`src/rtl/idec_pkg.sv`:
```
package idec_pkg;
  localparam int WORD_W = 32;
  localparam int IDX_W  = 8;
  localparam int IMM_W  = 24;
  localparam int HALF_W = 16;
  localparam int FMT_LO = WORD_W - 3;

  typedef enum logic [3:0] {
    ACT_NOP = 4'd0, ACT_JUMP = 4'd1, ACT_CALL = 4'd2, ACT_RET = 4'd3,
    ACT_ALU = 4'd4, ACT_MOVE = 4'd5, ACT_HALT = 4'd6, ACT_PUSH = 4'd7,
    ACT_POP = 4'd8
  } act_e;

  typedef enum logic [2:0] {
    ALU_ADD = 3'd0, ALU_SUB = 3'd1, ALU_SHL = 3'd2, ALU_SHR = 3'd3, ALU_CMP = 3'd4
  } alu_e;

  typedef enum logic [2:0] {
    CND_ALWAYS = 3'd0, CND_Z = 3'd1, CND_NZ = 3'd2, CND_C = 3'd3, CND_NC = 3'd4
  } cond_e;

  typedef enum logic [2:0] {
    MD_NONE = 3'd0, MD_REG = 3'd1, MD_IND = 3'd2, MD_IMM = 3'd3,
    MD_LO = 3'd4, MD_HI = 3'd5, MD_SP = 3'd6
  } mode_e;

  typedef struct packed {
    act_e              act;
    alu_e              alu;
    cond_e             cnd;
    logic [IDX_W-1:0]  a_idx;
    logic [IDX_W-1:0]  b_idx;
    logic [IDX_W-1:0]  d_idx;
    mode_e             a_md;
    mode_e             b_md;
    mode_e             d_md;
    logic [IMM_W-1:0]  imm;
    logic              bad;
  } dec_t;

  localparam dec_t DEC_BAD = '{act: ACT_NOP, alu: ALU_ADD, cnd: CND_ALWAYS,
                               a_idx: '0, b_idx: '0, d_idx: '0,
                               a_md: MD_NONE, b_md: MD_NONE, d_md: MD_NONE,
                               imm: '0, bad: 1'b1};
endpackage

```
`src/rtl/idec_fmt0.sv`:
```
module idec_fmt0
  import idec_pkg::*;
(
  input  logic [WORD_W-1:0] word,
  output dec_t              d
);
  logic [4:0] op;
  assign op = word[FMT_LO-1 -: 5];

  always_comb begin
    d = '0;
    case (op)
      5'h00: d.act = ACT_NOP;
      5'h10: d.act = ACT_RET;
      5'h01, 5'h02, 5'h03, 5'h04, 5'h05,
      5'h11, 5'h12, 5'h13, 5'h14, 5'h15: begin
        d.act  = op[4] ? ACT_CALL : ACT_JUMP;
        d.cnd  = cond_e'(op[2:0] - 3'd1);
        d.d_md = MD_IMM;
        d.imm  = word[IMM_W-1:0];
      end
      5'h0F: begin
        d.act  = ACT_MOVE;
        d.a_md = MD_IMM;
        d.d_md = MD_SP;
        d.imm  = word[IMM_W-1:0];
      end
      default: d = DEC_BAD;
    endcase
  end
endmodule

```
`src/rtl/idec_fmt1.sv`:
```
module idec_fmt1
  import idec_pkg::*;
(
  input  logic [WORD_W-1:0] word,
  output dec_t              d
);
  localparam int OP_W = FMT_LO - 2 * IDX_W;
  logic [OP_W-1:0]  op;
  logic [IDX_W-1:0] ra, rb;
  assign op = word[FMT_LO-1 -: OP_W];
  assign ra = word[2*IDX_W-1 -: IDX_W];
  assign rb = word[IDX_W-1:0];

  always_comb begin
    d       = '0;
    d.a_idx = ra;
    d.b_idx = rb;
    case (op)
      OP_W'(0), OP_W'(1), OP_W'(2), OP_W'(3), OP_W'(4): begin
        d.act   = ACT_ALU;
        d.alu   = alu_e'(op[2:0]);
        d.a_md  = MD_REG;
        d.b_md  = MD_REG;
        d.d_md  = MD_REG;
        d.d_idx = (op == OP_W'(2) || op == OP_W'(3)) ? ra : rb;
      end
      OP_W'(5), OP_W'(6), OP_W'(7): begin
        d.act  = (op == OP_W'(5)) ? ACT_HALT : (op == OP_W'(6)) ? ACT_PUSH : ACT_POP;
        d.a_md = MD_REG;
        d.b_md = MD_REG;
      end
      OP_W'(8): begin
        d.act   = ACT_MOVE;
        d.a_md  = MD_REG;
        d.b_md  = MD_IND;
        d.d_md  = MD_IND;
        d.d_idx = rb;
      end
      OP_W'(9): begin
        d.act   = ACT_MOVE;
        d.a_md  = MD_REG;
        d.d_md  = MD_REG;
        d.d_idx = rb;
      end
      default: d = DEC_BAD;
    endcase
  end
endmodule

```
`src/rtl/idec_fmt2.sv`:
```
module idec_fmt2
  import idec_pkg::*;
(
  input  logic [WORD_W-1:0] word,
  output dec_t              d
);
  logic [4:0] op;
  assign op = word[FMT_LO-1 -: 5];

  always_comb begin
    d = '0;
    if (op == 5'd0 || op == 5'd1) begin
      d.act   = ACT_MOVE;
      d.a_md  = MD_IMM;
      d.d_md  = op[0] ? MD_HI : MD_LO;
      d.d_idx = word[HALF_W + IDX_W - 1 -: IDX_W];
      d.imm   = IMM_W'(word[HALF_W-1:0]);
    end else begin
      d = DEC_BAD;
    end
  end
endmodule

```
`src/rtl/instr_decoder.sv`:
```
module instr_decoder
  import idec_pkg::*;
#(
  parameter int ADDR_W = 32
) (
  input  logic              in_valid,
  output logic              in_ready,
  input  logic [31:0]       in_instr,
  input  logic [ADDR_W-1:0] in_addr,
  output logic              out_valid,
  input  logic              out_ready,
  output logic [3:0]        out_act,
  output logic [2:0]        out_alu,
  output logic [2:0]        out_cond,
  output logic [7:0]        out_src_a,
  output logic [7:0]        out_src_b,
  output logic [7:0]        out_dst,
  output logic [2:0]        out_mode_a,
  output logic [2:0]        out_mode_b,
  output logic [2:0]        out_mode_d,
  output logic [23:0]       out_imm,
  output logic [ADDR_W-1:0] out_addr,
  output logic              out_illegal
);
  localparam int NFMT = 3;
  dec_t per_fmt [NFMT];
  dec_t sel;

  for (genvar g = 0; g < NFMT; g++) begin : g_fmt
    if (g == 0) begin : g_f0
      idec_fmt0 u_f (.word(in_instr), .d(per_fmt[g]));
    end else if (g == 1) begin : g_f1
      idec_fmt1 u_f (.word(in_instr), .d(per_fmt[g]));
    end else begin : g_f2
      idec_fmt2 u_f (.word(in_instr), .d(per_fmt[g]));
    end
  end

  always_comb begin
    case (in_instr[WORD_W-1:FMT_LO])
      3'd0:    sel = per_fmt[0];
      3'd1:    sel = per_fmt[1];
      3'd2:    sel = per_fmt[2];
      default: sel = DEC_BAD;
    endcase
  end

  assign in_ready    = out_ready;
  assign out_valid   = in_valid;
  assign out_addr    = in_addr;
  assign out_act     = sel.act;
  assign out_alu     = sel.alu;
  assign out_cond    = sel.cnd;
  assign out_src_a   = sel.a_idx;
  assign out_src_b   = sel.b_idx;
  assign out_dst     = sel.d_idx;
  assign out_mode_a  = sel.a_md;
  assign out_mode_b  = sel.b_md;
  assign out_mode_d  = sel.d_md;
  assign out_imm     = sel.imm;
  assign out_illegal = sel.bad;
endmodule

```
`config.mk`:
```
export PLATFORM = sky130hd
export DESIGN_NAME = instr_decoder
export DESIGN_NICKNAME = d
export VERILOG_FILES = /design/src/rtl/idec_pkg.sv /design/src/rtl/idec_fmt0.sv /design/src/rtl/idec_fmt1.sv /design/src/rtl/idec_fmt2.sv /design/src/rtl/instr_decoder.sv
export SDC_FILE = /design/constraint.sdc
export NUM_CORES = 1
export LEC_CHECK = 0
export BUFFER_PORTS_ARGS = -buffer_cell sky130_fd_sc_hd__buf_4
export CORE_MARGIN = 3
export CORE_UTILIZATION = 37
export DETAILED_ROUTE_END_ITERATION = 7
export PLACE_DENSITY = 0.89
export SYNTH_ARGS = -nofsm -noshare
export SYNTH_HDL_FRONTEND = slang
export SYNTH_SLANG_ARGS = --single-unit
```
`constraint.sdc`:
```
create_clock -name vclk -period 3.55
set_input_delay 0.5325 -clock vclk [all_inputs]
set_output_delay 0.5325 -clock vclk [all_outputs]
set_load 0.1 [all_outputs]
```
==> results of run 1 <==
## per-layer routing
layer / vias up / track usage [%] / part of all wire, % / wire length [µm]
met5: - / 0 / 0 / 0
met2: 84 / 34.1 / 51 / 2320
met4: 0 / 2.53 / 0.95 / 43
met3: 10 / 2.66 / 9.5 / 431
met1: 699 / 22.5 / 38 / 1730
li1: 770 / - / - / -
## worst paths after layout
check	to	cells after the start	start	slack (ns)
worst min-delay path	in_ready	0	out_ready	1.07
worst max-delay path	out_dst[2]	8	in_instr[24]	0.48
## stage by stage
stage,utilization (%),power (mW)
finish,52.9,0.181
global route,52.9,0.193
CTS,52.9,0.182
detailed placement,52.9,0.181
global placement,52.9,0.179
floorplan,-,0.307
## cell usage in the layout (no fill, tap or decap), types with 4 or more instances in the layout
| cell type | Yosys | final |
|---|---|---|
| buf_4 | 40 | 99 |
| o31ai_1 | 7 | 7 |
| o21ai_0 | 7 | 5 |
| ha_1 | 4 | 4 |
| and3_1 | 6 | 6 |
| and2_1 | 16 | 16 |
| nor3_1 | 4 | 4 |
| nor2_1 | 22 | 22 |
| nand2_1 | 17 | 17 |
| inv_1 | 14 | 14 |
| nand2b_1 | 5 | 5 |
| nor2b_1 | 9 | 6 |
## cells by family after synthesis
group,count (synthesis),synth area share (%)
adders and majority gates,4,3.61
AOI/OAI and AO/OA,36,20.8
and+or+nand+nor,100,43.6
buffers and inverters,64,30.5
xor gates and xnor gates,2,1.26
other,1,0.270
## report_power, final
group | total (mW) | switching [mW] | internal [mW]
clock | 0 | 0 | 0
combinational | 0.181 | 0.124 | 0.0569
sequential | 0 | 0 | 0
## cell type report
class | instances | area share [%]
multi-input combinational | 144 | 53.5
timing repair buffer | 99 | 40.5
tap | 46 | 3.14
inverter | 14 | 2.86
==> impl_metrics.toml, run 1 <==
[run_status]
status = "completed"

[clock_tree]
ctsResizeCount = 0
post_cts_buffers = 0
hold_buffers = 0

[floorplan]
core_area_mm2 = 0.00347
dieArea_mm2 = 0.00452
initial_utilization_pct = 40.0
die_w_um = 67.2
rows = 21
die_height_um = 67.2
ioPinCount = 168

[routing]
wl_per_cell_um = 14.9
wirelength_um = 4520
drc = 0
viasPerCell = 5.16
drtIter0Drc = 86
dr.pass1.iters = 4
vias = 1563
ant_nets = 0

[sta]
finalWorstSetupSlack_ns = 0.481
max_freq_mhz = 326
setup_tns_ns = 0
timing.final.max_slew_violations = 0
rsz0062_at_grt = "no"
fin_crit_sh_pct = 86.5
whs_ns = 1.07
fin_crit_ns = 3.07
hold_viol = 0
setup_viol = 0
worstMarginPinSlew_ns = 0.810
relSlewSlack_pct = 46.0

[synthesis]
yosys-top-cells-area = "buf_4 (22%), and2_1 (7.2%), nor2_1 (6.0%), nand2_1 (4.6%), nor2b_1 (4.1%)"
synth_area_per_cell_um2 = 6.70
synth_cell_types = 49
syn_inst = 207
synth_common_cells = "buf_4 (40), nor2_1 (22), nand2_1 (17)"
synth_top_cell_by_area = "buf_4"
yosysMostFrequentCell = "buf_4"
synth-seq-area-share_pct = 0
synth_top_area_share_pct = 21.6
ys_warn_count = 0
syn_area_mm2 = 0.00139

[setup_path]
arrival_ns = 2.54
crit_path_start_kind = "input port"
crit_buf_inv = 3
path_max_fanout = 10
critPathMaxStageDelay_ns = 0.44
cpMostUsedCell = "buf_4"
required_ns = 3.02
worst_path_max_delay_cell = "or2_1"
end_kind = "output port"
crit_chain = "buf_4 > inv_1 > ha_1 > nor3b_4 > nand4_4 > or2_1 > o221ai_1 > buf_4"
path_class = "in2out"
cp_top_family = "simple AND/OR/NAND/NOR gates"

[place]
detailed_place_hpwl_um = 3610
place_congestion = 0.897
place_area_mm2 = 0.00184
io_buffers = 98
dp.cells = 303
dp_slack_ns = 0.468

[finish]
seq_cells = 0
layout-drive-gt1-share_pct = 45.9
final_net_count = 329
design_area_mm2 = 0.00184
num_antenna_cells = 0
clock_buffer_count = 0
seq_area_um2 = 0
fillers = 364
multiInputGateArea_um2 = 982
stdcell_count = 303
syn2layout_area_growth_pct = 32.3

[pwr]
peakVddDrop_mv = 0.0555
p_per_area_mw_per_mm2 = 98.8
power.leakage_nw = 0.973

[worst_hold_path]
hold_path_class = "in2out"

[global_route]
grt_max_degree = 20
grt_first_pass_wirelength_um = 6750
grt_usage_pct = 18.3
grt_overflow = 0
antenna_found_initial = 0
grt_pass1_vias = 1441

[run]
maxCapViolCount = 0
(Power assumes the default switching activity.)
==> run 2, diff against run 1 <==
--- a/config.mk
+++ b/config.mk
@@ -6,10 +6,13 @@
 export NUM_CORES = 1
 export LEC_CHECK = 0
 export BUFFER_PORTS_ARGS = -buffer_cell sky130_fd_sc_hd__buf_4
+export CELL_PAD_IN_SITES_DETAIL_PLACEMENT = 1
+export CELL_PAD_IN_SITES_GLOBAL_PLACEMENT = 2
 export CORE_MARGIN = 3
-export CORE_UTILIZATION = 37
+export CORE_UTILIZATION = 16
 export DETAILED_ROUTE_END_ITERATION = 7
-export PLACE_DENSITY = 0.89
+export PLACE_DENSITY_LB_ADDON = 0.1
 export SYNTH_ARGS = -nofsm -noshare
 export SYNTH_HDL_FRONTEND = slang
 export SYNTH_SLANG_ARGS = --single-unit
+export TNS_END_PERCENT = 20
==> constraint.sdc (replaced) <==
create_clock -name vclk -period 3.55
set_input_delay 0.355 -clock vclk [all_inputs]
set_output_delay 0.355 -clock vclk [all_outputs]
set_load 0.1 [all_outputs]
==> impl_metrics.toml, run 2 (synthesized netlist as in run 1, its figures left out) <==
[run_status]
status = "completed"

[worst_hold_path]
hold_start = "in_addr[16]"
hold_depth = 0
holdPathEnd = "out_addr[16]"
hold_path_class = "in2out"

[pwr]
peakVddDrop_mv = 0.0393
p_comb_share_pct = 100.0
intPower_uw = 57.1
power_frac_clock_pct = 0
p_per_area_mw_per_mm2 = 96.6
p_seq_share_pct = 0
total_power_uw = 185
p_sw_uw = 128
power.leakage_nw = 0.980
p_sw_share_pct = 69.1

[global_route]
grt_first_pass_wirelength_um = 9030
grtUsageMet1_pct = 15.0
grt_max_degree = 20
grt_usage_pct = 11.0
grt_pass1_vias = 1654
gr-usage-met2_pct = 19.8
grt_busiest_layer = "met2"
met3_usage_pct = 1.40
grt_overflow = 0
antenna_found_initial = 0

[routing]
ant_nets = 0
vias = 1548
viasPerCell = 4.25
dr.pass1.iters = 4
wirelength_um = 5780
drc = 0
wl_per_cell_um = 15.9
drtIter0Drc = 50

[finish]
layout_common_cells = "buf_4 (101), nor2_1 (22), nand2_1 (17)"
num_antenna_cells = 0
final_net_count = 331
final_util_pct = 23.1
syn2layout_area_growth_pct = 38.1
seq_cells = 0
stdcell_count = 364
seq_area_um2 = 0
layout-drive-gt1-share_pct = 45.2
fillers = 1026
design_area_mm2 = 0.00192
clock_buffer_count = 0
mostFrequentLayoutCell = "buf_4"

[sta]
fin_crit_ns = 2.76
max_freq_mhz = 362
worstMarginPinSlew_ns = 0.582
setup_viol = 0
relSlewSlack_pct = 61.2
timing.final.max_slew_violations = 0
fin_crit_sh_pct = 77.8
finalWorstSetupSlack_ns = 0.788
hold_viol = 0
rsz0062_at_grt = "no"

[run]
maxCapViolCount = 0

[setup_path]
path_class = "in2out"
required_ns = 3.19
path_max_fanout = 10
crit_path_start_kind = "input port"
arrival_ns = 2.41
worst_path_max_delay_cell = "or2_1"
cpMostUsedCell = "buf_4"
critPathMaxStageDelay_ns = 0.45
crit_chain = "buf_4 > inv_1 > ha_1 > nor3b_4 > nand4_4 > or2_1 > o221ai_1 > buf_4"
end_kind = "output port"

[place]
io_buffers = 98
dp_slack_ns = 0.738
detailed_place_hpwl_um = 4780
place_area_mm2 = 0.00192
place_congestion = 0.659
dp.cells = 364

[floorplan]
core_area_mm2 = 0.00830
dieArea_mm2 = 0.00983
rows = 33
initial_utilization_pct = 16.7
die_w_um = 99.1
die_height_um = 99.1
ioPinCount = 168

[clock_tree]
ctsResizeCount = 0
post_cts_buffers = 0
hold_buffers = 0
==> run 2: worst max-delay path by stage <==
stage | from | depth (start not counted) | to
after global routing | in_instr[24] | 8 | out_dst[5]
after detailed placement | in_instr[24] | 8 | out_dst[2]
after floorplan | in_instr[24] | 5 | out_act[2]
after CTS | in_instr[24] | 8 | out_dst[2]
after global placement | in_instr[24] | 8 | out_dst[5]
final | in_instr[24] | 8 | out_dst[2]
==> run 2: per-stage QoR <==
step | hold WS (ns) | TNS (ns)
final | 0.710 | 0
after global routing | 0.710 | 0
after CTS | 0.711 | 0
after detailed placement | 0.711 | 0
after global placement | 0.711 | 0
after floorplan | 0.922 | -0.125
==> run 2: worst max-delay path: cells and delay by family <==
kind | cells | cell delay, ns
AND/OR/NAND/NOR | 3 | 1.00
buffers and inverters | 3 | 0.54
adder cells (fa/ha/maj) | 1 | 0.26
AO/OA/AOI/OAI | 1 | 0.24
==> run 2: routing by layer <==
metal,wire (µm),up-vias
met5,0,-
met4,0,0
met3,426,0
met2,2750,67
met1,2600,707
li1,-,774
==> run 2: cell type report <==
class	count	area, µm²	share of cell area (%)
inverters	14	52.6	2.74
multi-input cells	144	975	50.8
well taps	105	131	6.85
repair buffers	101	758	39.6
==> run 2: power by group through the flow <==
stage	registers, mW	clock network, mW	logic, mW
2_1_floorplan	0	0	0.306
3_3_place_gp	0	0	0.187
3_5_place_dp	0	0	0.187
4_1_cts	0	0	0.187
5_1_grt	0	0	0.199
6_report	0	0	0.185
